[config.mk]
export PLATFORM = sky130hd
export DESIGN_NAME = cfg_sel_port
export DESIGN_NICKNAME = d
export VERILOG_FILES = /design/src/rtl/cfg_port_pkg.sv /design/src/rtl/cfg_item_table.sv /design/src/rtl/cfg_byte_rom.sv /design/src/rtl/cfg_sel_fsm.sv /design/src/rtl/cfg_sel_port.sv
export SDC_FILE = /design/constraint.sdc
export NUM_CORES = 1
export LEC_CHECK = 0
export BUFFER_PORTS_ARGS = -buffer_cell sky130_fd_sc_hd__buf_2
export CAP_MARGIN = 10
export CORE_ASPECT_RATIO = 1.5
export CORE_MARGIN = 8
export CORE_UTILIZATION = 40
export DETAILED_ROUTE_END_ITERATION = 16
export PLACE_DENSITY = 0.61
export REMOVE_ABC_BUFFERS = 1
export SYNTH_ARGS = -nofsm -noshare
export SYNTH_HDL_FRONTEND = slang
export SYNTH_SLANG_ARGS = --single-unit
[constraint.sdc]
create_clock -name clk -period 4.8 [get_ports clk]
set_clock_uncertainty 0.2 [all_clocks]
set_input_delay 0.24 -clock clk [delete_from_list [all_inputs] [get_ports clk]]
set_output_delay 0.24 -clock clk [all_outputs]
set_load 0.02 [all_outputs]
[src/rtl/cfg_port_pkg.sv]
package cfg_port_pkg;

    typedef enum logic [1:0] {
        ST_IDLE,
        ST_FETCH,
        ST_RESP
    } port_state_t;

    typedef enum logic [1:0] {
        ACC_REJECT,
        ACC_SELECT,
        ACC_READ,
        ACC_IGNORE
    } acc_kind_t;

    localparam int KEY_IDX_W = 14;
    localparam int KEY_BANK_BIT = 14;
    localparam int OFF_W = 32;

    // Length of the item in a given bank slot.
    function automatic int item_len_f(input bit bank, input int k, input int max_len);
        if (!bank && k < 2)  return 4;
        if (!bank && k == 2) return 0;
        return ((k + 5 * int'(bank)) % max_len) + 1;
    endfunction

    function automatic bit item_present_f(input bit bank, input int k);
        return !(!bank && k == 2);
    endfunction

    // Content byte of an item at a given offset.
    function automatic logic [7:0] item_byte_f(input bit bank, input int k,
                                               input int o, input bit dma);
        if (!bank && k == 0) begin
            case (o)
                0:       return 8'h51;
                1:       return 8'h45;
                2:       return 8'h4D;
                3:       return 8'h55;
                default: return 8'h00;
            endcase
        end
        if (!bank && k == 1)
            return (o == 0) ? {6'b0, dma, 1'b1} : 8'h00;
        return {bank, 3'(k), 4'(o)};
    endfunction

endpackage

[src/rtl/cfg_item_table.sv]
module cfg_item_table
    import cfg_port_pkg::*;
#(
    parameter int GEN_ENTRIES  = 8,
    parameter int ARCH_ENTRIES = 4,
    parameter int MAX_LEN      = 12,
    localparam int SLOTS  = GEN_ENTRIES + ARCH_ENTRIES,
    localparam int SLOT_W = (SLOTS > 1) ? $clog2(SLOTS) : 1,
    localparam int LEN_W  = $clog2(MAX_LEN + 1),
    localparam int ADDR_W = $clog2(SLOTS * MAX_LEN)
) (
    input  logic                 sel_ok,
    input  logic                 sel_bank,
    input  logic [KEY_IDX_W-1:0] sel_idx,
    output logic                 item_present,
    output logic [LEN_W-1:0]     item_len,
    output logic [ADDR_W-1:0]    item_base
);

    logic [LEN_W-1:0] len_tab  [SLOTS];
    logic             pres_tab [SLOTS];

    for (genvar s = 0; s < SLOTS; s++) begin : g_slot
        localparam bit BANK = (s >= GEN_ENTRIES);
        localparam int IDX  = BANK ? s - GEN_ENTRIES : s;
        assign len_tab[s]  = LEN_W'(item_len_f(BANK, IDX, MAX_LEN));
        assign pres_tab[s] = item_present_f(BANK, IDX);
    end

    logic              in_rng;
    logic [SLOT_W-1:0] slot_sel;

    always_comb begin
        in_rng = sel_bank ? (int'(sel_idx) < ARCH_ENTRIES)
                          : (int'(sel_idx) < GEN_ENTRIES);
        slot_sel = '0;
        if (in_rng)
            slot_sel = sel_bank ? SLOT_W'(GEN_ENTRIES + int'(sel_idx))
                                : SLOT_W'(sel_idx);
        item_present = sel_ok && in_rng && pres_tab[slot_sel];
        item_len     = item_present ? len_tab[slot_sel] : '0;
        item_base    = ADDR_W'(int'(slot_sel) * MAX_LEN);
    end

endmodule

[src/rtl/cfg_byte_rom.sv]
module cfg_byte_rom
    import cfg_port_pkg::*;
#(
    parameter int GEN_ENTRIES  = 8,
    parameter int ARCH_ENTRIES = 4,
    parameter int MAX_LEN      = 12,
    parameter bit DMA_EN       = 1'b1,
    localparam int SLOTS  = GEN_ENTRIES + ARCH_ENTRIES,
    localparam int DEPTH  = SLOTS * MAX_LEN,
    localparam int ADDR_W = $clog2(DEPTH)
) (
    input  logic [ADDR_W-1:0] rd_addr,
    output logic [7:0]        rd_byte
);

    logic [7:0] rom [DEPTH];

    for (genvar s = 0; s < SLOTS; s++) begin : g_slot
        localparam bit BANK = (s >= GEN_ENTRIES);
        localparam int IDX  = BANK ? s - GEN_ENTRIES : s;
        for (genvar o = 0; o < MAX_LEN; o++) begin : g_byte
            assign rom[s * MAX_LEN + o] = item_byte_f(BANK, IDX, o, DMA_EN);
        end
    end

    assign rd_byte = (int'(rd_addr) < DEPTH) ? rom[rd_addr] : 8'h00;

endmodule

[src/rtl/cfg_sel_fsm.sv]
module cfg_sel_fsm
    import cfg_port_pkg::*;
#(
    parameter int GEN_ENTRIES  = 8,
    parameter int ARCH_ENTRIES = 4,
    parameter int MAX_LEN      = 12,
    parameter int DATA_BYTES   = 4,
    parameter bit COMBINED     = 1'b0,
    localparam int LEN_W = $clog2(MAX_LEN + 1),
    localparam int CNT_W = $clog2(DATA_BYTES + 1),
    localparam int DW    = 8 * DATA_BYTES
) (
    input  logic                 clk,
    input  logic                 rst_n,
    input  logic                 acc_valid,
    input  logic                 acc_write,
    input  logic                 acc_port,
    input  logic [2:0]           acc_size,
    input  logic [15:0]          acc_wdata,
    input  logic                 item_present,
    input  logic [LEN_W-1:0]     item_len,
    input  logic [7:0]           item_byte,
    output logic                 sel_ok,
    output logic                 sel_bank,
    output logic [KEY_IDX_W-1:0] sel_idx,
    output logic [OFF_W-1:0]     sel_off,
    output logic                 fsm_idle,
    output logic                 acc_done,
    output logic                 acc_ok,
    output logic [DW-1:0]        acc_rdata
);

    port_state_t          st_q, st_d;
    acc_kind_t            kind;
    logic [CNT_W-1:0]     left_q;
    logic [DW-1:0]        shr_q;
    logic                 ok_q;
    logic                 key_in_rng;
    logic                 avail;
    logic                 unused_key_hi;

    assign unused_key_hi = acc_wdata[15];

    // Decode the incoming access.
    always_comb begin
        kind = ACC_REJECT;
        if (COMBINED) begin
            if (acc_size == 3'd1)
                kind = acc_write ? ACC_IGNORE : ACC_READ;
            else if (acc_size == 3'd2 && acc_write)
                kind = ACC_SELECT;
        end else if (!acc_port) begin
            if (acc_write && acc_size == 3'd2)
                kind = ACC_SELECT;
        end else if (acc_size != 3'd0 && int'(acc_size) <= DATA_BYTES) begin
            kind = acc_write ? ACC_IGNORE : ACC_READ;
        end
        key_in_rng = acc_wdata[KEY_BANK_BIT]
                   ? (int'(acc_wdata[KEY_IDX_W-1:0]) < ARCH_ENTRIES)
                   : (int'(acc_wdata[KEY_IDX_W-1:0]) < GEN_ENTRIES);
        avail = sel_ok && item_present && (sel_off < OFF_W'(item_len));
    end

    // Next-state logic.
    always_comb begin
        st_d = st_q;
        unique case (st_q)
            ST_IDLE:  if (acc_valid) st_d = (kind == ACC_READ) ? ST_FETCH : ST_RESP;
            ST_FETCH: if (left_q == CNT_W'(1)) st_d = ST_RESP;
            ST_RESP:  st_d = ST_IDLE;
            default:  st_d = ST_IDLE;
        endcase
    end

    // State register.
    always_ff @(posedge clk) begin
        if (!rst_n) st_q <= ST_IDLE;
        else        st_q <= st_d;
    end

    // Selection, offset and lane gathering.
    always_ff @(posedge clk) begin
        if (!rst_n) begin
            sel_ok   <= 1'b1;
            sel_bank <= 1'b0;
            sel_idx  <= '0;
            sel_off  <= '0;
            shr_q    <= '0;
            ok_q     <= 1'b0;
            left_q   <= '0;
        end else begin
            unique case (st_q)
                ST_IDLE: begin
                    if (acc_valid) begin
                        ok_q   <= (kind != ACC_REJECT);
                        shr_q  <= '0;
                        left_q <= CNT_W'(acc_size);
                        if (kind == ACC_SELECT) begin
                            sel_bank <= acc_wdata[KEY_BANK_BIT];
                            sel_idx  <= acc_wdata[KEY_IDX_W-1:0];
                            sel_ok   <= key_in_rng;
                            sel_off  <= '0;
                        end
                    end
                end
                ST_FETCH: begin
                    shr_q  <= (shr_q << 8) | DW'(avail ? item_byte : 8'h00);
                    left_q <= left_q - CNT_W'(1);
                    if (avail) sel_off <= sel_off + OFF_W'(1);
                end
                ST_RESP: begin
                    left_q <= '0;
                end
                default: begin
                    left_q <= '0;
                end
            endcase
        end
    end

    // Outputs.
    always_comb begin
        fsm_idle  = (st_q == ST_IDLE);
        acc_done  = (st_q == ST_RESP);
        acc_ok    = acc_done && ok_q;
        acc_rdata = acc_done ? shr_q : '0;
    end

endmodule

[src/rtl/cfg_sel_port.sv]
module cfg_sel_port
    import cfg_port_pkg::*;
#(
    parameter int GEN_ENTRIES  = 8,
    parameter int ARCH_ENTRIES = 4,
    parameter int MAX_LEN      = 12,
    parameter int DATA_BYTES   = 4,
    parameter bit COMBINED     = 1'b0,
    parameter bit DMA_EN       = 1'b1
) (
    input  logic                    clk,
    input  logic                    rst_n,
    input  logic                    acc_valid,
    input  logic                    acc_write,
    input  logic                    acc_port,
    input  logic [2:0]              acc_size,
    input  logic [15:0]             acc_wdata,
    output logic                    acc_done,
    output logic                    acc_ok,
    output logic [8*DATA_BYTES-1:0] acc_rdata
);

    localparam int LEN_W  = $clog2(MAX_LEN + 1);
    localparam int ADDR_W = $clog2((GEN_ENTRIES + ARCH_ENTRIES) * MAX_LEN);

    logic                 cur_valid;
    logic                 cur_bank;
    logic [KEY_IDX_W-1:0] cur_idx;
    logic [OFF_W-1:0]     cur_offset;
    logic                 fsm_idle;
    logic                 item_present;
    logic [LEN_W-1:0]     item_len;
    logic [ADDR_W-1:0]    item_base;
    logic [ADDR_W-1:0]    rom_addr;
    logic [7:0]           rom_byte;
    logic                 unused_off_hi;

    assign unused_off_hi = ^cur_offset[OFF_W-1:LEN_W];

    cfg_item_table #(
        .GEN_ENTRIES (GEN_ENTRIES),
        .ARCH_ENTRIES(ARCH_ENTRIES),
        .MAX_LEN     (MAX_LEN)
    ) u_table (
        .sel_ok      (cur_valid),
        .sel_bank    (cur_bank),
        .sel_idx     (cur_idx),
        .item_present(item_present),
        .item_len    (item_len),
        .item_base   (item_base)
    );

    assign rom_addr = fsm_idle ? '0
                    : item_base + ADDR_W'(cur_offset[LEN_W-1:0]);

    cfg_byte_rom #(
        .GEN_ENTRIES (GEN_ENTRIES),
        .ARCH_ENTRIES(ARCH_ENTRIES),
        .MAX_LEN     (MAX_LEN),
        .DMA_EN      (DMA_EN)
    ) u_rom (
        .rd_addr(rom_addr),
        .rd_byte(rom_byte)
    );

    cfg_sel_fsm #(
        .GEN_ENTRIES (GEN_ENTRIES),
        .ARCH_ENTRIES(ARCH_ENTRIES),
        .MAX_LEN     (MAX_LEN),
        .DATA_BYTES  (DATA_BYTES),
        .COMBINED    (COMBINED)
    ) u_fsm (
        .clk         (clk),
        .rst_n       (rst_n),
        .acc_valid   (acc_valid),
        .acc_write   (acc_write),
        .acc_port    (acc_port),
        .acc_size    (acc_size),
        .acc_wdata   (acc_wdata),
        .item_present(item_present),
        .item_len    (item_len),
        .item_byte   (rom_byte),
        .sel_ok      (cur_valid),
        .sel_bank    (cur_bank),
        .sel_idx     (cur_idx),
        .sel_off     (cur_offset),
        .fsm_idle    (fsm_idle),
        .acc_done    (acc_done),
        .acc_ok      (acc_ok),
        .acc_rdata   (acc_rdata)
    );

endmodule

==> results of run 1 <==
## cells in the mapped netlist, types with 3 or more instances
cell,n,share of area (%)
mux2i_1,17,3.7
inv_1,14,1.2
o211ai_2,3,0.83
and2_1,49,6.7
o21ai_0,10,1.1
and3_1,10,1.4
a22o_1,4,0.77
or3b_2,3,0.58
a22oi_1,25,4.1
nand3_1,8,0.88
o211ai_1,6,0.99
xnor2_1,10,1.9
nand2b_1,5,0.69
clkbuf_1,19,1.6
xor2_1,6,1.2
and4_1,4,0.77
nand4_1,3,0.41
nand2_1,27,2.2
nor2b_1,4,0.55
nor3_1,7,0.77
a31oi_1,17,2.3
a21oi_1,17,1.9
dfxtp_1,86,38
nor2_1,83,6.9
a211oi_1,5,0.83
nor4_1,11,1.5
ha_1,19,5.2
## per-stage QoR
stage               setup slack [ns]  cell area, sq um
global route                  0.0565              5480
CTS                            0.430              5480
detailed placement             0.453              5020
finish                         0.412              5480
floorplan                      0.633              4450
global placement               0.461              5020
## placed cells by master (no fill, tap or decap), types with 10 or more instances in the layout
cell type / instances
a21oi_1: 17
a22oi_1: 25
a31oi_1: 17
and2_1: 49
and3_1: 10
buf_2: 56
buf_4: 13
dfxtp_1: 86
dlygate4sd3_1: 16
ha_1: 19
inv_1: 14
mux2i_1: 17
nand2_1: 27
nor2_1: 83
nor4_1: 11
o21ai_0: 10
xnor2_1: 10
## routing by layer
metal	GRT usage (%)	part of all wire, %
met1	16.6	42
met2	24.5	51
met3	2.28	4.7
met4	8.07	2.8
met5	0	0
## logic make-up (layout without fill, tap and decap cells)
group	count (synthesis)	after routing	share of synthesized area, %
AOI/OAI and AO/OA	106	106	16.5
buffers and inverters	37	116	3.22
DFF	86	86	37.9
and+or+nand+nor	237	237	28.7
xor gates and xnor gates	17	17	3.61
muxes	18	18	3.99
adders and majority gates	21	21	6.11
## worst max path at each step
stage | slack [ns] | startpoint | to | cells after the start
floorplan | 0.63 | u_fsm.sel_idx[5]$_SDFFE_PN0P_ | u_fsm.shr_q[1]$_SDFFE_PN0P_ | 13
global placement | 0.46 | u_fsm.sel_idx[5]$_SDFFE_PN0P_ | u_fsm.shr_q[2]$_SDFFE_PN0P_ | 13
detailed placement | 0.45 | u_fsm.sel_idx[5]$_SDFFE_PN0P_ | u_fsm.sel_off[12]$_SDFFE_PN0P_ | 15
CTS | 0.43 | u_fsm.sel_idx[5]$_SDFFE_PN0P_ | u_fsm.sel_off[18]$_SDFFE_PN0P_ | 15
global route | 0.06 | u_fsm.sel_idx[5]$_SDFFE_PN0P_ | u_fsm.sel_off[12]$_SDFFE_PN0P_ | 15
finish | 0.41 | u_fsm.sel_idx[5]$_SDFFE_PN0P_ | u_fsm.sel_off[12]$_SDFFE_PN0P_ | 15
## state kept, by name, summed over array words and instances, names as in the netlist
| name | count |
|---|---|
| u_fsm.sel_off | 32 |
| u_fsm.shr_q | 32 |
| u_fsm.sel_idx | 14 |
| u_fsm.left_q | 3 |
| u_fsm.st_q | 2 |
| u_fsm.ok_q | 1 |
| u_fsm.sel_bank | 1 |
| u_fsm.sel_ok | 1 |
## layout make-up
class	instances	area share (%)
clock buffer	9	4.11
clock inverter	7	1.30
inverter	15	1.03
multi-input combinational	399	48.9
sequential	86	31.4
tap	147	3.36
timing repair buffer	85	9.82
## timing repair
action	in CTS	in global routing
gates resized for setup	0	0
endpoints found under the hold margin	16	0
hold buffers	16	0
## power by group
part | switching (uW) | leakage [uW] | internal [uW]
clock network | 285 | 0.000150 | 405
registers | 5.65 | 0.000694 | 719
logic | 61.9 | 0.00145 | 40.1
total | 352 | 0.00229 | 1160
## worst register-to-register path: cells and delay by family (launching register included)
family / cells / cell delay (ns)
compound gates: 3 / 0.46
fa+ha+maj: 2 / 0.53
flops: 1 / 0.31
simple gates: 10 / 2.83
==> results.yml, run 1 <==
clock_network:
  htreeDepth: 3
  cts_tree: "done"
  post_cts_buffers: 0
  cts_sinks: 86
  clockBufferDepth: 2
  cts.clk_slew.worst_paths_ns: 0.06
  clock_latency_ns: 0.34
  clock-root-buffer: "clkbuf_16"
  cts_buffers: 9
timing:
  max_clock_freq_mhz: 228
  relSlewSlack_pct: 48.2
  final_hold_viol_count: 0
  worst_slew_pin_slew_ns: 0.776
  fin_crit_sh_pct: 91.4
  final-setup-viol-count: 0
  holdWs_ns: 0.0501
  drv_slew: 0
  rsz0062_at_grt: "false"
  period_needed_ns: 4.39
  setup_tns_ns: 0
global_routing:
  antenna_found_initial: 0
  grt_use_total_pct: 14.5
  grt_max_degree: 46
  grt_overflow: 0
  grt_first_pass_wirelength_um: 17700
  grt_pass1_vias: 3686
critical_path:
  cp_max_fo: 10
  crit_path_end_kind: "flip-flop"
  cp_top_family: "simple AND/OR/NAND/NOR gates"
  crit_slowest_cell: "or4_4"
  max_stage_delay_ns: 0.59
  r2r_cells: 15
  r2r_slack_ns: 0.41
  critPathRequiredTime_ns: 4.86
  path_buf_inv: 0
  crit_type: "flip-flop to flip-flop"
  reg2reg_to: "u_fsm.sel_off[12]$_SDFFE_PN0P_"
  rr_startpoint: "u_fsm.sel_idx[5]$_SDFFE_PN0P_"
  crit_chain: "or4_4, nor4b_4, and2_1, ha_1, a21oi_1, nand2b_1, ha_1, a211oi_1, and4_1, nand4_1, nor4_1, nor2_1, nor2_2, a31oi_1, nor2_1"
  startpoint_type: "flip-flop"
  cp_data_arrival_time_ns: 4.45
power_and_ir_drop:
  leakage_uw: 0.00229
  power.density_mw_per_mm2: 277
  total_power_uw: 1520
  vdd_drop_max_uv: 191
synth:
  ys_warn_count: 0
  async_flop_share_pct: 0
  synth_edf_count: 0
  ys.flop_type: "dfxtp_1"
  synthDistinctLibCells: 66
  syn_avg_cell_area_sq_um: 8.71
  yosysSeqAreaShare_pct: 37.9
  syn_inst: 522
  syn_area_sq_mm: 0.00454
  synth_seq_cells: 86
detailed_routing:
  first_iter_violations: 148
  vias: 3960
  dr.pass1.iters: 4
  routed_via_density: 5.29
  drt_wl_total_um: 10600
  routedWlPerCell_um: 14.2
  drcViolationCount: 0
  ant_nets: 0
final_layout:
  multi_input_area_sq_mm: 0.00268
  seq_area_sq_mm: 0.00172
  areaGrowthSynthToFinish_pct: 20.5
  fillers: 1125
  drive_gt1_share_pct: 18.1
  finalNonFillerCells: 748
  diodes: 0
  final_util_pct: 49.5
  nets: 641
die:
  die_h_um: 147
  start_util_pct: 41.1
  core_area_sq_mm: 0.0111
  die-area_sq_mm: 0.0151
  boundaryPins: 58
  num_rows: 47
  die_w_um: 103
outcome:
  status: "completed"
placement:
  post-dp-hpwl_um: 7890
  portBuffers: 56
  place_inst: 716
  place_congestion: 0.902
run:
  cap_viol_max_count: 0
min_path:
  hold_class: "input pin to flip-flop"
  min_to: "u_fsm.ok_q$_SDFFE_PN0P_"
  hold_path_depth: 2
  hp-start: "acc_valid"
(Power assumes the default switching activity.)
==> run 2, diff against run 1 <==
--- a/config.mk
+++ b/config.mk
@@ -12,6 +12,7 @@
 export CORE_UTILIZATION = 40
 export DETAILED_ROUTE_END_ITERATION = 16
 export PLACE_DENSITY = 0.61
+export RECOVER_POWER = 100
 export REMOVE_ABC_BUFFERS = 1
 export SYNTH_ARGS = -nofsm -noshare
 export SYNTH_HDL_FRONTEND = slang
==> results.yml, run 2 (synthesized netlist as in run 1, its figures left out) <==
timing:
  worst_slew_pin_slew_ns: 1.39
  drv_slew: 0
  rsz0062_at_grt: "false"
  holdWs_ns: 0.0541
  final_hold_viol_count: 0
  max_clock_freq_mhz: 226
  final-setup-viol-count: 0
  setup_tns_ns: 0
  relSlewSlack_pct: 7.14
  period_needed_ns: 4.43
  fin_crit_sh_pct: 92.3
clock_network:
  cts_sinks: 86
  clockBufferDepth: 2
  post_cts_buffers: 0
  cts_buffers: 9
  clock_latency_ns: 0.34
  cts.clk_slew.worst_paths_ns: 0.06
  cts_tree: "done"
  htreeDepth: 3
  clock-root-buffer: "clkbuf_16"
  cts_resized: 0
critical_path:
  crit_slowest_cell: "or4_4"
  cp_top_family: "simple AND/OR/NAND/NOR gates"
  path_buf_inv: 0
  crit_chain: "or4_4, nor4b_4, and2_1, ha_1, ha_1, or4b_1, nor4_4, or3_1, o211ai_1, nor2_1, o211ai_1, and3_1, o31ai_1"
  crit_path_end_kind: "flip-flop"
  startpoint_type: "flip-flop"
  crit_type: "flip-flop to flip-flop"
  cp_data_arrival_time_ns: 4.48
  cp_max_fo: 10
  critPathRequiredTime_ns: 4.85
  max_stage_delay_ns: 0.59
die:
  num_rows: 47
  die_w_um: 103
  start_util_pct: 41.1
  core_area_sq_mm: 0.0111
  boundaryPins: 58
  die-area_sq_mm: 0.0151
  die_h_um: 147
power_and_ir_drop:
  total_power_uw: 1510
  power.density_mw_per_mm2: 279
  vdd_drop_max_uv: 191
  leakage_uw: 0.00214
run:
  cap_viol_max_count: 0
global_routing:
  grt_overflow: 0
  grt_use_total_pct: 14.5
  grt_max_degree: 46
  grt_first_pass_wirelength_um: 17700
  antenna_found_initial: 0
  grt_pass1_vias: 3686
detailed_routing:
  drcViolationCount: 0
  first_iter_violations: 140
  drt_wl_total_um: 10600
  dr.pass1.iters: 4
  routed_via_density: 5.30
  routedWlPerCell_um: 14.2
  vias: 3962
  ant_nets: 0
final_layout:
  nets: 641
  final_common_cell: "dfxtp_1"
  largestRegisters: "u_fsm.sel_off: 32 flops, u_fsm.shr_q: 32 flops, u_fsm.sel_idx: 14 flops"
  layout_common_cells: "dfxtp_1, nor2_1, buf_2"
  finalNonFillerCells: 748
  areaGrowthSynthToFinish_pct: 19.4
  diodes: 0
  drive_gt1_share_pct: 13.6
  fillers: 1140
placement:
  place_congestion: 0.902
  post-dp-hpwl_um: 7890
  portBuffers: 56
  place_inst: 716
min_path:
  hold_class: "input pin to flip-flop"
outcome:
  status: "completed"
-- run 2: worst paths after layout --
| path | start | endpoint | slack (ns) | cells past startpoint |
|---|---|---|---|---|
| max | u_fsm.sel_idx[5]$_SDFFE_PN0P_ | u_fsm.shr_q[2]$_SDFFE_PN0P_ | 0.37 | 13 |
| min | acc_valid | u_fsm.ok_q$_SDFFE_PN0P_ | 0.05 | 2 |
| max reg2reg | u_fsm.sel_idx[5]$_SDFFE_PN0P_ | u_fsm.shr_q[2]$_SDFFE_PN0P_ | 0.37 | 13 |
| min reg2reg | u_fsm.shr_q[7]$_SDFFE_PN0P_ | u_fsm.shr_q[7]$_SDFFE_PN0P_ | 0.26 | 2 |
-- run 2: per-stage QoR --
stage / worst slack (ns) / area [sq um] / utilization [%]
6_report: 0.370 / 5430 / 49.1
5_1_grt: 0.0822 / 5430 / 49.1
4_1_cts: 0.430 / 5480 / 49.5
3_5_place_dp: 0.453 / 5020 / 45.4
3_3_place_gp: 0.461 / 5020 / 45.4
2_1_floorplan: 0.633 / 4450 / -
-- run 2: per-layer routing --
metal,up-vias,track usage [%],share of wire (%)
li1,2005,-,-
met1,1860,16.6,41
met2,78,24.5,51
met3,19,2.28,5.0
met4,0,8.07,2.8
met5,-,0,0
-- run 2: timing repair --
| action | CTS | global route |
|---|---|---|
| endpoints found under the setup margin | 0 | 0 |
| endpoints found under the hold margin | 16 | 0 |
| hold buffers | 16 | 0 |
-- run 2: report_power, final --
| part | total, uW | leakage [uW] | internal [uW] | switching [uW] |
|---|---|---|---|---|
| Clock | 690 | 0.000150 | 405 | 285 |
| Sequential | 725 | 0.000694 | 719 | 5.61 |
| Combinational | 100 | 0.00130 | 39.1 | 61.4 |
-- run 2: final cells by class --
cell class	count	area (sq um)	area share, %
multi-input combinational	399	2660	49.0
sequential	86	1720	31.7
timing repair buffer	85	508	9.36
clock buffer	9	225	4.15
tap	147	184	3.39
clock inverter	7	71.3	1.31
inverter	15	56.3	1.04
